## src/rtl/ldac_pkg.sv

```systemverilog
`timescale 1ns/1ps
package ldac_pkg;
  typedef enum logic [1:0] {
    SLEW_HOLD = 2'd0,
    SLEW_UP   = 2'd1,
    SLEW_DOWN = 2'd2
  } slew_dir_e;
endpackage

```

## src/rtl/ldac_step_tick.sv

```systemverilog
`timescale 1ns/1ps
module ldac_step_tick #(
  parameter int STEP_DIV = 4
) (
  input  logic clk_i,
  input  logic rst_ni,
  output logic tick_o
);
  generate
    if (STEP_DIV <= 1) begin : g_every
      logic tick_q;
      always_ff @(posedge clk_i or negedge rst_ni) begin
        if (!rst_ni) tick_q <= 1'b0;
        else         tick_q <= 1'b1;
      end
      assign tick_o = tick_q;
    end else begin : g_div
      localparam int CNT_W = $clog2(STEP_DIV);
      localparam logic [CNT_W-1:0] LAST = CNT_W'(STEP_DIV - 1);
      logic [CNT_W-1:0] cnt_q;
      always_ff @(posedge clk_i or negedge rst_ni) begin
        if (!rst_ni)            cnt_q <= '0;
        else if (cnt_q == LAST) cnt_q <= '0;
        else                    cnt_q <= cnt_q + 1'b1;
      end
      assign tick_o = (cnt_q == LAST);
    end
  endgenerate
endmodule

```

## src/rtl/ldac_slew.sv

```systemverilog
`timescale 1ns/1ps
module ldac_slew
  import ldac_pkg::*;
#(
  parameter int CODE_W = 12
) (
  input  logic              clk_i,
  input  logic              rst_ni,
  input  logic              step_i,
  input  logic              wr_i,
  input  logic [CODE_W-1:0] target_i,
  output logic [CODE_W-1:0] code_o,
  output logic              busy_o
);
  logic [CODE_W-1:0] tgt_q, code_q;
  slew_dir_e         dir;

  always_comb begin
    if (code_q < tgt_q)      dir = SLEW_UP;
    else if (code_q > tgt_q) dir = SLEW_DOWN;
    else                     dir = SLEW_HOLD;
  end

  always_ff @(posedge clk_i or negedge rst_ni) begin
    if (!rst_ni)   tgt_q <= '0;
    else if (wr_i) tgt_q <= target_i;
  end

  always_ff @(posedge clk_i or negedge rst_ni) begin
    if (!rst_ni) code_q <= '0;
    else if (step_i) begin
      case (dir)
        SLEW_UP:   code_q <= code_q + 1'b1;
        SLEW_DOWN: code_q <= code_q - 1'b1;
        default:   code_q <= code_q;
      endcase
    end
  end

  assign code_o = code_q;
  assign busy_o = (dir != SLEW_HOLD);
endmodule

```

## src/rtl/ldac_frac_mod.sv

```systemverilog
`timescale 1ns/1ps
module ldac_frac_mod #(
  parameter int FRAC_W = 8
) (
  input  logic              clk_i,
  input  logic              rst_ni,
  input  logic [FRAC_W-1:0] frac_i,
  output logic              bit_o
);
  logic [FRAC_W-1:0] acc_q;
  logic [FRAC_W:0]   sum;
  logic              bit_q;

  assign sum = {1'b0, acc_q} + {1'b0, frac_i};

  always_ff @(posedge clk_i or negedge rst_ni) begin
    if (!rst_ni) begin
      acc_q <= '0;
      bit_q <= 1'b0;
    end else begin
      acc_q <= sum[FRAC_W-1:0];
      bit_q <= sum[FRAC_W];
    end
  end

  assign bit_o = bit_q;
endmodule

```

## src/rtl/ldac_hybrid_drv.sv

```systemverilog
`timescale 1ns/1ps
module ldac_hybrid_drv #(
  parameter int CODE_W   = 12,
  parameter int LADDER_W = 4,
  parameter int STEP_DIV = 4
) (
  input  logic                clk_i,
  input  logic                rst_ni,
  input  logic [CODE_W-1:0]   target_i,
  input  logic                wr_i,
  output logic [LADDER_W-1:0] ladder_o,
  output logic                spare_o,
  output logic                busy_o
);
  localparam int FRAC_W = CODE_W - LADDER_W;

  logic              step;
  logic [CODE_W-1:0] code;

  ldac_step_tick #(.STEP_DIV(STEP_DIV)) u_tick (
    .clk_i (clk_i),
    .rst_ni(rst_ni),
    .tick_o(step)
  );

  ldac_slew #(.CODE_W(CODE_W)) u_slew (
    .clk_i   (clk_i),
    .rst_ni  (rst_ni),
    .step_i  (step),
    .wr_i    (wr_i),
    .target_i(target_i),
    .code_o  (code),
    .busy_o  (busy_o)
  );

  // fine bits ride the extra LSB-weight rung
  ldac_frac_mod #(.FRAC_W(FRAC_W)) u_mod (
    .clk_i (clk_i),
    .rst_ni(rst_ni),
    .frac_i(code[FRAC_W-1:0]),
    .bit_o (spare_o)
  );

  assign ladder_o = code[CODE_W-1 -: LADDER_W];
endmodule

```

## config.mk

```make
export PLATFORM = sky130hd
export DESIGN_NAME = ldac_hybrid_drv
export DESIGN_NICKNAME = d
export VERILOG_FILES = /design/src/rtl/ldac_pkg.sv /design/src/rtl/ldac_step_tick.sv /design/src/rtl/ldac_slew.sv /design/src/rtl/ldac_frac_mod.sv /design/src/rtl/ldac_hybrid_drv.sv
export SDC_FILE = /design/constraint.sdc
export NUM_CORES = 1
export LEC_CHECK = 0
export ABC_AREA = 1
export BUFFER_PORTS_ARGS = -buffer_cell sky130_fd_sc_hd__buf_2
export CELL_PAD_IN_SITES_DETAIL_PLACEMENT = 1
export CELL_PAD_IN_SITES_GLOBAL_PLACEMENT = 1
export CORE_ASPECT_RATIO = 1.75
export CORE_MARGIN = 5
export CORE_UTILIZATION = 46
export CTS_BUF_LIST = sky130_fd_sc_hd__clkbuf_8
export DETAILED_ROUTE_END_ITERATION = 8
export PLACE_DENSITY_LB_ADDON = 0.1
export SLEW_MARGIN = 25
export SYNTH_ARGS = -nofsm -noshare
export SYNTH_HDL_FRONTEND = slang
export SYNTH_HIERARCHICAL = 1
export SYNTH_SLANG_ARGS = --single-unit
```

## constraint.sdc

```tcl
create_clock -name clk_i -period 3.7 [get_ports clk_i]
set_clock_uncertainty 0.15 [all_clocks]
set_input_delay 0 -clock clk_i [delete_from_list [all_inputs] [get_ports clk_i]]
set_output_delay 0 -clock clk_i [all_outputs]
set_load 0.005 [all_outputs]
```

Word-level counts from Yosys, hierarchy flattened
Cells that the tools add are included.
{ "op_classes": {"reduce_logical": 3, "order_cmp": 2, "eq_ne": 3, "add_sub_neg": 4, "n_mux": 4} }
{ "ops": {"columns": ["cell", "n"], "rows": [
  ["$pmux 12 s2", 1],
  ["$add 12x1->12 const B", 1],
  ["$gt 12x12->1", 1],
  ["$lt 12x12->1", 1],
  ["$sub 12x1->12 const B", 1],
  ["$add 8x8->9", 1],
  ["$mux 2", 3],
  ["$eq 2x2->1 const B", 2],
  ["$reduce_bool 2->1", 2],
  ["$add 2x1->2 const B", 1],
  ["$eq 2x1->1 const B", 1],
  ["$reduce_and 2->1", 1]
]} }
{ "totals": {"register_bits": 35, "output_inout_bits": 6, "elab_cells": 21} }

Depth between registers and ports, before layout
Gate-level depths: netlist of the first run.
{ "depth": {"ltp_word": 6, "ltp_mapped": 23, "mapped_depth_nobuf": 23} }

Hierarchy
The synthesis of the first run kept the hierarchy.
{ "by_module_without_submodules": {"columns": ["mod", "cells_each", "seq_area_each_um2", "n_inst", "area_each_um2"], "rows": [
  ["ldac_slew", 228, 600.6, 1, 1766.7],
  ["ldac_frac_mod", 68, 225.2, 1, 604.3],
  ["ldac_step_tick", 4, 50.0, 1, 66.3]
]} }

Worst setup path after synthesis of the first run
Ideal clock, no wire load.
{ "synth_timing": {"kind": "flip-flop to flip-flop", "startpoint": "register u_slew.code_q[11] (netlist: u_slew/code_o[11])", "endpoint": "register u_slew.code_q[9] (netlist: u_slew/code_o[9])", "stages_incl_launch_ff": 18, "setup_ns": 0.117, "t_required_ns": 3.433, "arrival_ns": 2.518, "slack_ns": 0.915, "synth_period_minus_slack_ns": 2.785, "path_cell_list": "dfrtp_1 ha_1 a21o_1 nor2_2 nand3_2 nand2_1 inv_1 ha_1 nand2_1 nand2_1 nand2_1 nand2_1 a21oi_1 or2_2 nand2_1 nand2_1 nand3_1 nand2_1"} }
{ "synth_via": {"elab_chain_len": 6, "word_cells_on_any_way": 9, "cone_classes": "2 x order compare; 2 x eq/ne; 3 x mux; 2 x reduce/logical"} }
{ "synth_rtl": {"columns": ["element", "line_no", "source"], "rows": [
  ["start, declared", "ldac_slew.sv:15", "logic [CODE_W-1:0] tgt_q, code_q;"],
  ["start signal, assigned", "ldac_slew.sv:33", "SLEW_UP: code_q <= code_q + 1'b1;"],
  ["start signal, assigned", "ldac_slew.sv:34", "SLEW_DOWN: code_q <= code_q - 1'b1;"],
  ["start signal, assigned", "ldac_slew.sv:35", "default: code_q <= code_q;"],
  ["$gt 12x12->1", "ldac_slew.sv:20", "else if (code_q > tgt_q) dir = SLEW_DOWN;"],
  ["$mux 2", "ldac_slew.sv:20", null],
  ["$mux 2 (*)", "ldac_slew.sv:19", "if (code_q < tgt_q) dir = SLEW_UP;"],
  ["$eq 2x1->1 or $eq 2x2->1 (tied branches)", "ldac_slew.sv:32", "case (dir)"],
  ["$reduce_bool 2->1 (no source line)", null, null],
  ["$reduce_and 2->1 (no source line)", null, null]
]} }
Mark *: on every way between the ends. The rest lies on a longest branch, timed or not.
A chain may end at the register's enable or synchronous reset.

Worst setup path in the final report of the first run
{ "layout_timing": {"startpoint": "register u_slew.code_q[1] (netlist: u_slew/code_o[1])", "endpoint": "register u_slew.code_q[9] (netlist: u_slew/code_o[9])"} }
{ "layout_via": {"elab_chain_len": 6, "word_cells_on_any_way": 11, "cone_classes": "2 x add/sub; 2 x order compare; 2 x eq/ne; 3 x mux; 2 x reduce/logical"} }
{ "layout_rtl": {"columns": ["element", "line_no"], "rows": [
  ["$gt 12x12->1", "ldac_slew.sv:20"],
  ["$mux 2", "ldac_slew.sv:20"],
  ["$mux 2", "ldac_slew.sv:19"],
  ["$eq 2x1->1 or $eq 2x2->1 (tied branches)", "ldac_slew.sv:32"],
  ["$reduce_bool 2->1 (no source line)", null],
  ["$reduce_and 2->1 (no source line)", null]
]} }
Several ways; a longest one is shown, not always the timed one.

==> results of run 1 <==
==> layer usage <==
| layer | vias up | GRT usage (%) | part of all wire, % |
|---|---|---|---|
| met3 | 9 | 2.854 | 2.1 |
| met1 | 1004 | 20.72 | 40 |
| li1 | 1049 | - | - |
| met2 | 23 | 37.95 | 56 |
| met4 | 0 | 7.418 | 2.3 |
| met5 | - | 0 | 0 |
==> worst max path at each step <==
| stage | startpoint | endpoint | slack, ns | cells after the start |
|---|---|---|---|---|
| 2_1_floorplan | u_slew/code_o[11]$_DFFE_PN0P_ | u_slew/code_o[9]$_DFFE_PN0P_ | 0.91 | 17 |
| 3_3_place_gp | u_slew/code_o[1]$_DFFE_PN0P_ | u_slew/code_o[9]$_DFFE_PN0P_ | 0.56 | 18 |
| 3_5_place_dp | u_slew/code_o[1]$_DFFE_PN0P_ | u_slew/code_o[9]$_DFFE_PN0P_ | 0.51 | 18 |
| 4_1_cts | u_slew/code_o[1]$_DFFE_PN0P_ | u_slew/code_o[9]$_DFFE_PN0P_ | 0.49 | 18 |
| 5_1_grt | u_slew/code_o[7]$_DFFE_PN0P_ | u_slew/code_o[9]$_DFFE_PN0P_ | 0.21 | 16 |
| 6_report | u_slew/code_o[1]$_DFFE_PN0P_ | u_slew/code_o[9]$_DFFE_PN0P_ | 0.52 | 18 |
==> worst reg2reg max path: stages (launching register included) <==
cell,delay (ns)
dfrtp_1,0.48
ha_1,0.35
nand2_1,0.07
nand2_1,0.05
nand2_1,0.05
nand2_1,0.05
nand2_1,0.07
nand3_2,0.11
nand2_1,0.14
inv_1,0.20
ha_1,0.43
nand2_1,0.11
nor2_1,0.18
a21oi_1,0.12
or2_2,0.31
nand2_1,0.06
nand2_1,0.04
nand3_1,0.06
nand2_1,0.05
==> report_power, final <==
group | switching, mW | leakage (nW) | total (mW) | internal (mW)
logic | 1.22 | 1.10 | 2.04 | 0.826
clock network | 0.134 | 0.0505 | 0.261 | 0.127
registers | 0.129 | 0.420 | 0.642 | 0.513
total | 1.48 | 1.57 | 2.95 | 1.46
==> cells by family after synthesis <==
kind of cell / count (synthesis)
AO/OA/AOI/OAI: 40
AND/OR/NAND/NOR: 133
adder cells (fa/ha/maj): 33
XOR/XNOR: 11
flip-flops: 35
multiplexers: 1
buffers and inverters: 47
==> cell type report <==
type	count	area (sq um)
inverters	44	167.7
clock inverters	3	12.51
flip-flops and latches	35	875.8
fillers	650	2332
clock buffers	5	68.82
well taps	55	68.82
repair buffers	41	310.3
multi-input cells	218	1375
==> registers in the layout, summed over array words and instances, names as in the netlist <==
| register | cells |
|---|---|
| u_slew/code_o | 12 |
| u_mod/bit_o | 1 |
| u_mod/acc_q | 8 |
| u_tick/g_div.cnt_q | 2 |
| u_slew/tgt_q | 12 |
==> cells in the final DEF (no fill, tap or decap), types with 3 or more instances in the layout <==
cell,synthesis,layout
xor2_1,6,6
dfrtp_1,35,35
nand2_2,4,4
nor2_1,15,15
nand2_1,87,87
xnor2_1,5,5
dlygate4sd3_1,0,21
ha_1,31,31
a21o_1,3,3
clkbuf_8,0,5
a21oi_1,12,12
o21ai_2,7,7
nand4_1,4,4
inv_1,42,44
buf_2,0,20
nand3_1,13,13
o21ai_0,14,14
==> results.yml, run 1 <==
yosys:
  synth_compound_area_share_pct: 10.27
  syn_area_sq_um: 2437
  synth-edff-count: 0
  syn_inst: 300
  synth.most_common_cell: "nand2_1"
  synth_top_area_share_pct: 35.93
  synth_area_per_cell_sq_um: 8.124
  synth.ff_latch_count: 35
  synthTopCellsByCount: "nand2_1, inv_1, dfrtp_1"
  yosys_warnings: 6
  muxShareOfSynthArea_pct: 0.4620
  syn_nets: 348
  ys_async_sr_fraction_pct: 100.0
  yosys-top-cells-area: "dfrtp_1, ha_1, nand2_1, inv_1, o21ai_0"
  synthDistinctLibCells: 29
  synthFlopType: "dfrtp_1"
  synth_xor_area_share_pct: 3.953
  synth_fa_ha_area_share_pct: 17.56
  ys_seq_area_share_pct: 35.93
  synth_top_family_by_area: "simple AND/OR/NAND/NOR gates"
  synthSimpleGateAreaFrac_pct: 24.18
  yosys.area.top_type: "dfrtp_1"
timing:
  setup_violations: 0
  tightest_slew_ns: 0.8223
  fin_crit_ns: 3.181
  slew_headroom_pct: 45.18
  hold_viol: 0
  layout_setup_ws_ns: 0.5188
  fmax_mhz: 314.3
  fin_hold_ws_ns: 0.01216
  period_share_pct: 85.98
  maxSlewViolCount: 0
  tns_ns: 0
  rsz0062_at_grt: "false"
setup_path:
  crit_arrival_ns: 3.21
  crit_chain: "ha_1, nand2_1, nand2_1, nand2_1, nand2_1, nand2_1, nand3_2, nand2_1, inv_1, ha_1, nand2_1, nor2_1, a21oi_1, or2_2, nand2_1, nand2_1, nand3_1, nand2_1"
  path_buf_inv: 1
  ff2ff_setup_slack_ns: 0.52
  crit_family: "simple AND/OR/NAND/NOR gates"
  worst-path-max-fanout: 10
  cpPeakStageDelay_ns: 0.48
  cpMostUsedCell: "nand2_1"
  worst_r2r_path_depth: 18
  rr_startpoint: "u_slew/code_o[1]$_DFFE_PN0P_"
  critPathKind: "reg -> reg"
  slowest_stage: "dfrtp_1"
  worst_r2r_endpoint: "u_slew/code_o[9]$_DFFE_PN0P_"
  cp.required_ns: 3.72
  crit_path_end_kind: "flop"
  start_kind: "flop"
finish:
  finalNonFillerCells: 401
  final_util_pct: 55.25
  design_area_sq_um: 2879
  drive_gt1_share_pct: 14.16
  antenna_cells: 0
  nets: 393
  area_delta_synth_final_pct: 18.12
clock_network:
  cts_tree: "yes"
  numClockSinks: 35
  numCtsBuffers: 5
  clock_latency_ns: 0.28
  h-tree-depth: 2
  cts_root_buffer: "clkbuf_8"
  clockBufferDepth: 2
  cts_resized: 0
  postCtsSetupBuffers: 0
  postCtsHoldBufs: 21
  clk_pin_slew_ns: 0.07
drt:
  antenna_left: 0
  vias_per_cell: 5.200
  drt-pass1-iter-count: 4
  drt_iter0_drc: 61
  post_drt_wl_per_cell_microns: 15.00
  vias: 2085
  drc: 0
  wirelength_microns: 6013
die:
  die_x_microns: 65.03
  io_pins: 21
  start_util_pct: 46.77
  die-area_sq_um: 6912
  core_sq_um: 5211
  row_count: 35
  die_y_microns: 106.3
placement:
  hpwl_microns: 4562
  dp_cells: 372
  dpl_cell_area_sq_um: 2587
  io_buffers: 20
  pre_cts_ws_ns: 0.5064
  gp_congestion: 0.8159
min_path:
  min_to: "u_slew/tgt_q[4]$_DFFE_PN0P_"
  hp-start: "wr_i"
  hold_path_depth: 3
  worst_hold_path_type: "in -> reg"
global_routing:
  track_usage_pct: 19.67
  grt_overflow: 0
  grt_pass1_wl_microns: 10530
  grt_max_degree: 36
  grt_pass1_vias: 2303
  antenna_found_initial: 0
pwr:
  peakVddDrop_mv: 0.6823
  cellPowerDensity_nw_per_um2: 1024
  leakage_nw: 1.568
  finalPower_mw: 2.947
job:
  max_cap_viol_count: 0
outcome:
  status: "finished clean"
(Power assumes the default switching activity.)
==> run 2, diff against run 1 <==
CORE_UTILIZATION = 47   (was 46)
SYNTH_HIERARCHICAL = default   (was 1)
==> run 2 against run 1 <==
- the run now ends with negative hold slack left
- combinational power shrank 5%
- critical path depth shrank 2
- area after synthesis shrank 1.3%
- setup slack lost 0.064 ns
- maximum frequency shrank 2.0%
- sequential cell count is the same
- via count shrank 0.43%
- largest cell class unchanged
==> results.yml, run 2 <==
outcome:
  status: "finished with violations"
  violations: "negative hold slack"
setup_path:
  slowest_stage: "dfrtp_1"
  critPathKind: "reg -> reg"
  crit_arrival_ns: 3.28
  cpMostUsedCell: "nand2_1"
  cpPeakStageDelay_ns: 0.46
  worst-path-max-fanout: 10
  start_kind: "flop"
  cp.required_ns: 3.73
  crit_family: "simple AND/OR/NAND/NOR gates"
  crit_chain: "ha_1, nand4_2, nor2_1, nand2_1, nand3_2, nand2_1, inv_1, ha_1, a21oi_1, nand2_1, nand3_1, nand3_1, nand3_1, nand3_1, nand2_1, nand2_1"
  crit_path_end_kind: "flop"
  path_buf_inv: 1
finish:
  fillers: 628
  final_common_cell: "nand2_1"
  antenna_cells: 0
  nets: 381
  final_cell_mix: "nand2_1, inv_1, dfrtp_1, ha_1, dlygate4sd3_1"
  drive_gt1_share_pct: 12.28
  area_delta_synth_final_pct: 17.47
placement:
  io_buffers: 20
  hpwl_microns: 4545
  gp_congestion: 0.7820
yosys:
  yosys-top-cells-area: "dfrtp_1, ha_1, nand2_1, inv_1, a21oi_1"
  synth_area_per_cell_sq_um: 8.268
  syn_inst: 291
  syn_nets: 339
  synth-edff-count: 0
  synthTopCellsByCount: "nand2_1, inv_1, dfrtp_1"
  synthFlopType: "dfrtp_1"
  yosys.area.top_type: "dfrtp_1"
  ys_async_sr_fraction_pct: 100.0
  yosys_warnings: 0
  synthDistinctLibCells: 30
  synth.ff_latch_count: 35
  synth.most_common_cell: "nand2_1"
  syn_area_sq_um: 2406
  ys_seq_area_share_pct: 36.40
  synth_top_area_share_pct: 36.40
drt:
  drc: 0
  vias_per_cell: 5.351
  post_drt_wl_per_cell_microns: 15.28
  drt_iter0_drc: 36
  drt-pass1-iter-count: 4
  wirelength_microns: 5930
  vias: 2076
  antenna_left: 0
clock_network:
  clk_pin_slew_ns: 0.07
  cts_tree: "yes"
  h-tree-depth: 2
  postCtsSetupBuffers: 0
  cts_root_buffer: "clkbuf_8"
  numCtsBuffers: 5
  clock_latency_ns: 0.29
  numClockSinks: 35
  clockBufferDepth: 2
timing:
  tns_ns: 0
  hold_viol: 4
  fin_crit_ns: 3.245
  setup_violations: 0
  slew_headroom_pct: 46.75
  tightest_slew_ns: 0.7987
  fin_hold_ws_ns: -0.002249
  fmax_mhz: 308.1
  rsz0062_at_grt: "false"
  maxSlewViolCount: 0
  period_share_pct: 87.72
die:
  core_sq_um: 4977
  die-area_sq_um: 6707
  die_x_microns: 64.09
  io_pins: 21
  die_y_microns: 104.7
  start_util_pct: 48.34
  row_count: 34
global_routing:
  grt_pass1_wl_microns: 10430
  track_usage_pct: 19.28
  grt_pass1_vias: 2254
  grt_max_degree: 36
  antenna_found_initial: 0
  grt_overflow: 0
pwr:
  peakVddDrop_mv: 0.6955
  cellPowerDensity_nw_per_um2: 1003
  leakage_nw: 1.516
min_path:
  worst_hold_path_type: "in -> reg"
job:
  max_cap_viol_count: 0
==> run 2: cell count changes after synthesis, moves of 3 or more <==
cell | before | now
a21oi_1 | 12 | 15
o21ai_2 | 7 | 0
buf_4 | 0 | 4
o21ai_1 | 0 | 9
nand2_1 | 87 | 73
==> run 2: layout make-up <==
cell class / count / area (sq um) / share of cell area (%)
repair buffers: 43 / 327.8 / 11.60
inverters: 42 / 157.7 / 5.578
clock buffers: 5 / 68.82 / 2.435
clock inverters: 3 / 16.27 / 0.5755
flip-flops and latches: 35 / 875.8 / 30.99
multi-input cells: 206 / 1313 / 46.44
well taps: 54 / 67.56 / 2.390
==> run 2: worst paths after layout <==
check,from,end,slack (ns),depth (start not counted)
min in group asynchronous,rst_ni,u_slew.tgt_q[9]$_DFFE_PN0P_,0.17,2
max in group asynchronous,rst_ni,u_slew.code_o[0]$_DFFE_PN0P_,2.71,2
max,u_slew.code_o[7]$_DFFE_PN0P_,u_slew.code_o[11]$_DFFE_PN0P_,0.45,16
max reg2reg,u_slew.code_o[7]$_DFFE_PN0P_,u_slew.code_o[11]$_DFFE_PN0P_,0.45,16
min reg2reg,u_tick.g_div.cnt_q[0]$_DFF_PN0_,u_tick.g_div.cnt_q[0]$_DFF_PN0_,0.29,1
min,wr_i,u_slew.tgt_q[6]$_DFFE_PN0P_,-0.002,2
==> run 2: metal layers <==
metal	part of all wire [%]	GRT usage (%)	up-vias
met1	40	22.28	1018
li1	-	-	1022
met5	0	0	-
met3	3.0	2.900	10
met2	55	35.61	26
met4	1.8	5.349	0
==> run 2: kinds of logic after synthesis <==
family                   count (synthesis)  share of synthesized area, %
AND/OR/NAND/NOR                        112                         20.64
adder cells (fa/ha/maj)                 33                         17.78
multiplexers                             1                        0.4680
AO/OA/AOI/OAI                           47                         10.61
XOR/XNOR                                13                         5.044
buffers and inverters                   50                         9.048
flip-flops                              35                         36.40
==> run 2: power by group <==
| part | leakage (nW) | switching, mW | internal (mW) |
|---|---|---|---|
| registers | 0.419 | 0.116 | 0.514 |
| logic | 1.05 | 1.17 | 0.761 |
| clock network | 0.0453 | 0.145 | 0.129 |
| total | 1.52 | 1.43 | 1.40 |
==> run 2: per-stage QoR <==
stage          utilization, %  total power, mW  area, sq um  instances  worst slack, ns
6_report                56.79            2.836         2826        388           0.4545
2_1_floorplan               -            2.088         2406        291           0.9633
3_5_place_dp            50.65            2.546         2521        358           0.4774
4_1_cts                 56.79            2.857         2826        388           0.4565
5_1_grt                 56.79            3.149         2826        388           0.1798
3_3_place_gp            50.65            2.501         2521        358           0.5523
==> run 2: worst reg2reg max path, delay by kind of cell (launching register included) <==
family / cells / cell delay, ns
AO/OA/AOI/OAI: 1 / 0.23
flip-flops: 1 / 0.46
adder cells (fa/ha/maj): 2 / 0.75
buffers and inverters: 1 / 0.28
AND/OR/NAND/NOR: 12 / 1.25
==> run 2: what timing repair did <==
action / CTS / global route
hold buffers: 22 / 0
resized for setup: 0 / 0
hold endpoints to repair: 47 / 0
==> run 3, diff against run 2 <==
RECOVER_POWER = 25   (was default)
==> run 3 against run 2 <==
- the flow finishes with violations (negative hold slack, max-capacitance violations, max-slew violations)
- setup slack got worse by 0.0014 ns
- register-to-register slack about the same
- worst hold slack about the same
- maximum frequency about the same
- largest cell class unchanged
- core utilization fell by 0.10 points
- sequential power about the same
- via count is essentially flat
- sequential share of layout area increased by 0.055 points
==> results.yml, run 3 (same netlist as run 2, synthesis figures left out) <==
finish:
  nets: 381
  drive_gt1_share_pct: 11.08
  multi_input_area_sq_um: 1313
  antenna_cells: 0
  final_util_pct: 56.69
  area_delta_synth_final_pct: 17.26
  fillers: 632
  final_common_cell: "nand2_1"
  ff_latch_area_sq_um: 875.8
  final_cell_mix: "nand2_1, inv_1, dfrtp_1, ha_1, dlygate4sd3_1"
clock_network:
  cts_tree: "yes"
  clock_latency_ns: 0.29
  cts_root_buffer: "clkbuf_8"
  h-tree-depth: 2
  postCtsHoldBufs: 22
  postCtsSetupBuffers: 0
  clockBufferDepth: 2
  numClockSinks: 35
  numCtsBuffers: 5
  cts_resized: 0
  clk_pin_slew_ns: 0.07
global_routing:
  grt_max_degree: 36
  antenna_found_initial: 0
  grt_overflow: 0
  grt_pass1_vias: 2254
  grt_pass1_wl_microns: 10430
  track_usage_pct: 19.28
die:
  die-area_sq_um: 6707
  die_x_microns: 64.09
  row_count: 34
  core_sq_um: 4977
  start_util_pct: 48.34
  io_pins: 21
  die_y_microns: 104.7
placement:
  gp_congestion: 0.7820
  io_buffers: 20
  hpwl_microns: 4545
timing:
  tightest_slew_ns: 1.913
  fin_crit_ns: 3.247
  period_share_pct: 87.75
  slew_headroom_pct: -27.54
  rsz0062_at_grt: "false"
  setup_violations: 0
  tns_ns: 0
  fin_hold_ws_ns: -0.002246
  maxSlewViolCount: 36
  fmax_mhz: 308.0
  hold_viol: 2
drt:
  wirelength_microns: 5925
  vias_per_cell: 5.356
  drc: 0
  drt-pass1-iter-count: 4
  vias: 2078
  antenna_left: 0
  drt_iter0_drc: 36
  post_drt_wl_per_cell_microns: 15.27
setup_path:
  path_buf_inv: 1
  crit_family: "simple AND/OR/NAND/NOR gates"
  worst-path-max-fanout: 10
  crit_arrival_ns: 3.28
  critPathKind: "reg -> reg"
  cp.required_ns: 3.73
  start_kind: "flop"
  cpMostUsedCell: "nand2_1"
  crit_path_end_kind: "flop"
  cpPeakStageDelay_ns: 0.46
  slowest_stage: "dfrtp_1"
  crit_chain: "ha_1, nand4_2, nor2_1, nand2_1, nand3_2, nand2_1, inv_1, ha_1, a21oi_1, nand2_1, nand3_1, nand3_1, nand3_1, nand3_1, nand2_1, nand2_1"
pwr:
  cellPowerDensity_nw_per_um2: 1003
  peakVddDrop_mv: 0.6940
  leakage_nw: 1.504
  finalPower_mw: 2.831
job:
  max_cap_viol_count: 1
min_path:
  worst_hold_path_type: "in -> reg"
outcome:
  status: "finished with violations"
  violations: "negative hold slack, max-capacitance violations, max-slew violations"
[run 3: per-stage QoR]
step           hold slack, ns  setup slack [ns]  instances  area, sq um
6_report            -0.002246            0.4532        388         2821
4_1_cts              0.001470            0.4565        388         2826
5_1_grt               0.01974            0.1797        388         2821
3_3_place_gp         -0.01306            0.5523        358         2521
2_1_floorplan         -0.4456            0.9633        291         2406
3_5_place_dp         -0.01583            0.4774        358         2521
[run 3: cell type report]
type	count	share of cell area [%]
multi-input cells	206	46.52
inverters	42	5.588
repair buffers	43	11.44
clock inverters	3	0.5765
well taps	54	2.395
clock buffers	5	2.439
flip-flops and latches	35	31.04
[run 3: power by group]
part | internal (mW) | switching, mW
logic | 0.756 | 1.17
clock network | 0.129 | 0.145
registers | 0.514 | 0.116
total | 1.40 | 1.43
[run 3: metal layers]
layer,vias to the layer above,global-route usage (%),wire length (microns)
met5,-,0,0
met4,0,5.349,105
met3,10,2.900,178
met2,26,35.61,3286
met1,1020,22.28,2355
li1,1022,-,-
[run 3: final timing paths]
check	startpoint	endpoint	slack [ns]	depth (start not counted)
worst min register to register	u_tick.g_div.cnt_q[0]$_DFF_PN0_	u_tick.g_div.cnt_q[0]$_DFF_PN0_	0.29	1
min in group asynchronous	rst_ni	u_slew.tgt_q[9]$_DFFE_PN0P_	0.62	2
worst min-delay path	wr_i	u_slew.tgt_q[6]$_DFFE_PN0P_	-0.002	2
worst max register to register	u_slew.code_o[7]$_DFFE_PN0P_	u_slew.code_o[11]$_DFFE_PN0P_	0.45	16
max in group asynchronous	rst_ni	u_slew.code_o[0]$_DFFE_PN0P_	1.67	2
worst max-delay path	u_slew.code_o[7]$_DFFE_PN0P_	u_slew.code_o[11]$_DFFE_PN0P_	0.45	16
[run 3: worst reg2reg max path: stages, from the launching register on]
cell and delay [ns]:
dfrtp_1 0.46, ha_1 0.38, nand4_2 0.15, nor2_1 0.13, nand2_1 0.08, nand3_2 0.09, nand2_1 0.10, inv_1 0.28
ha_1 0.37, a21oi_1 0.23, nand2_1 0.16, nand3_1 0.10, nand3_1 0.11, nand3_1 0.14, nand3_1 0.08, nand2_1 0.07
nand2_1 0.04
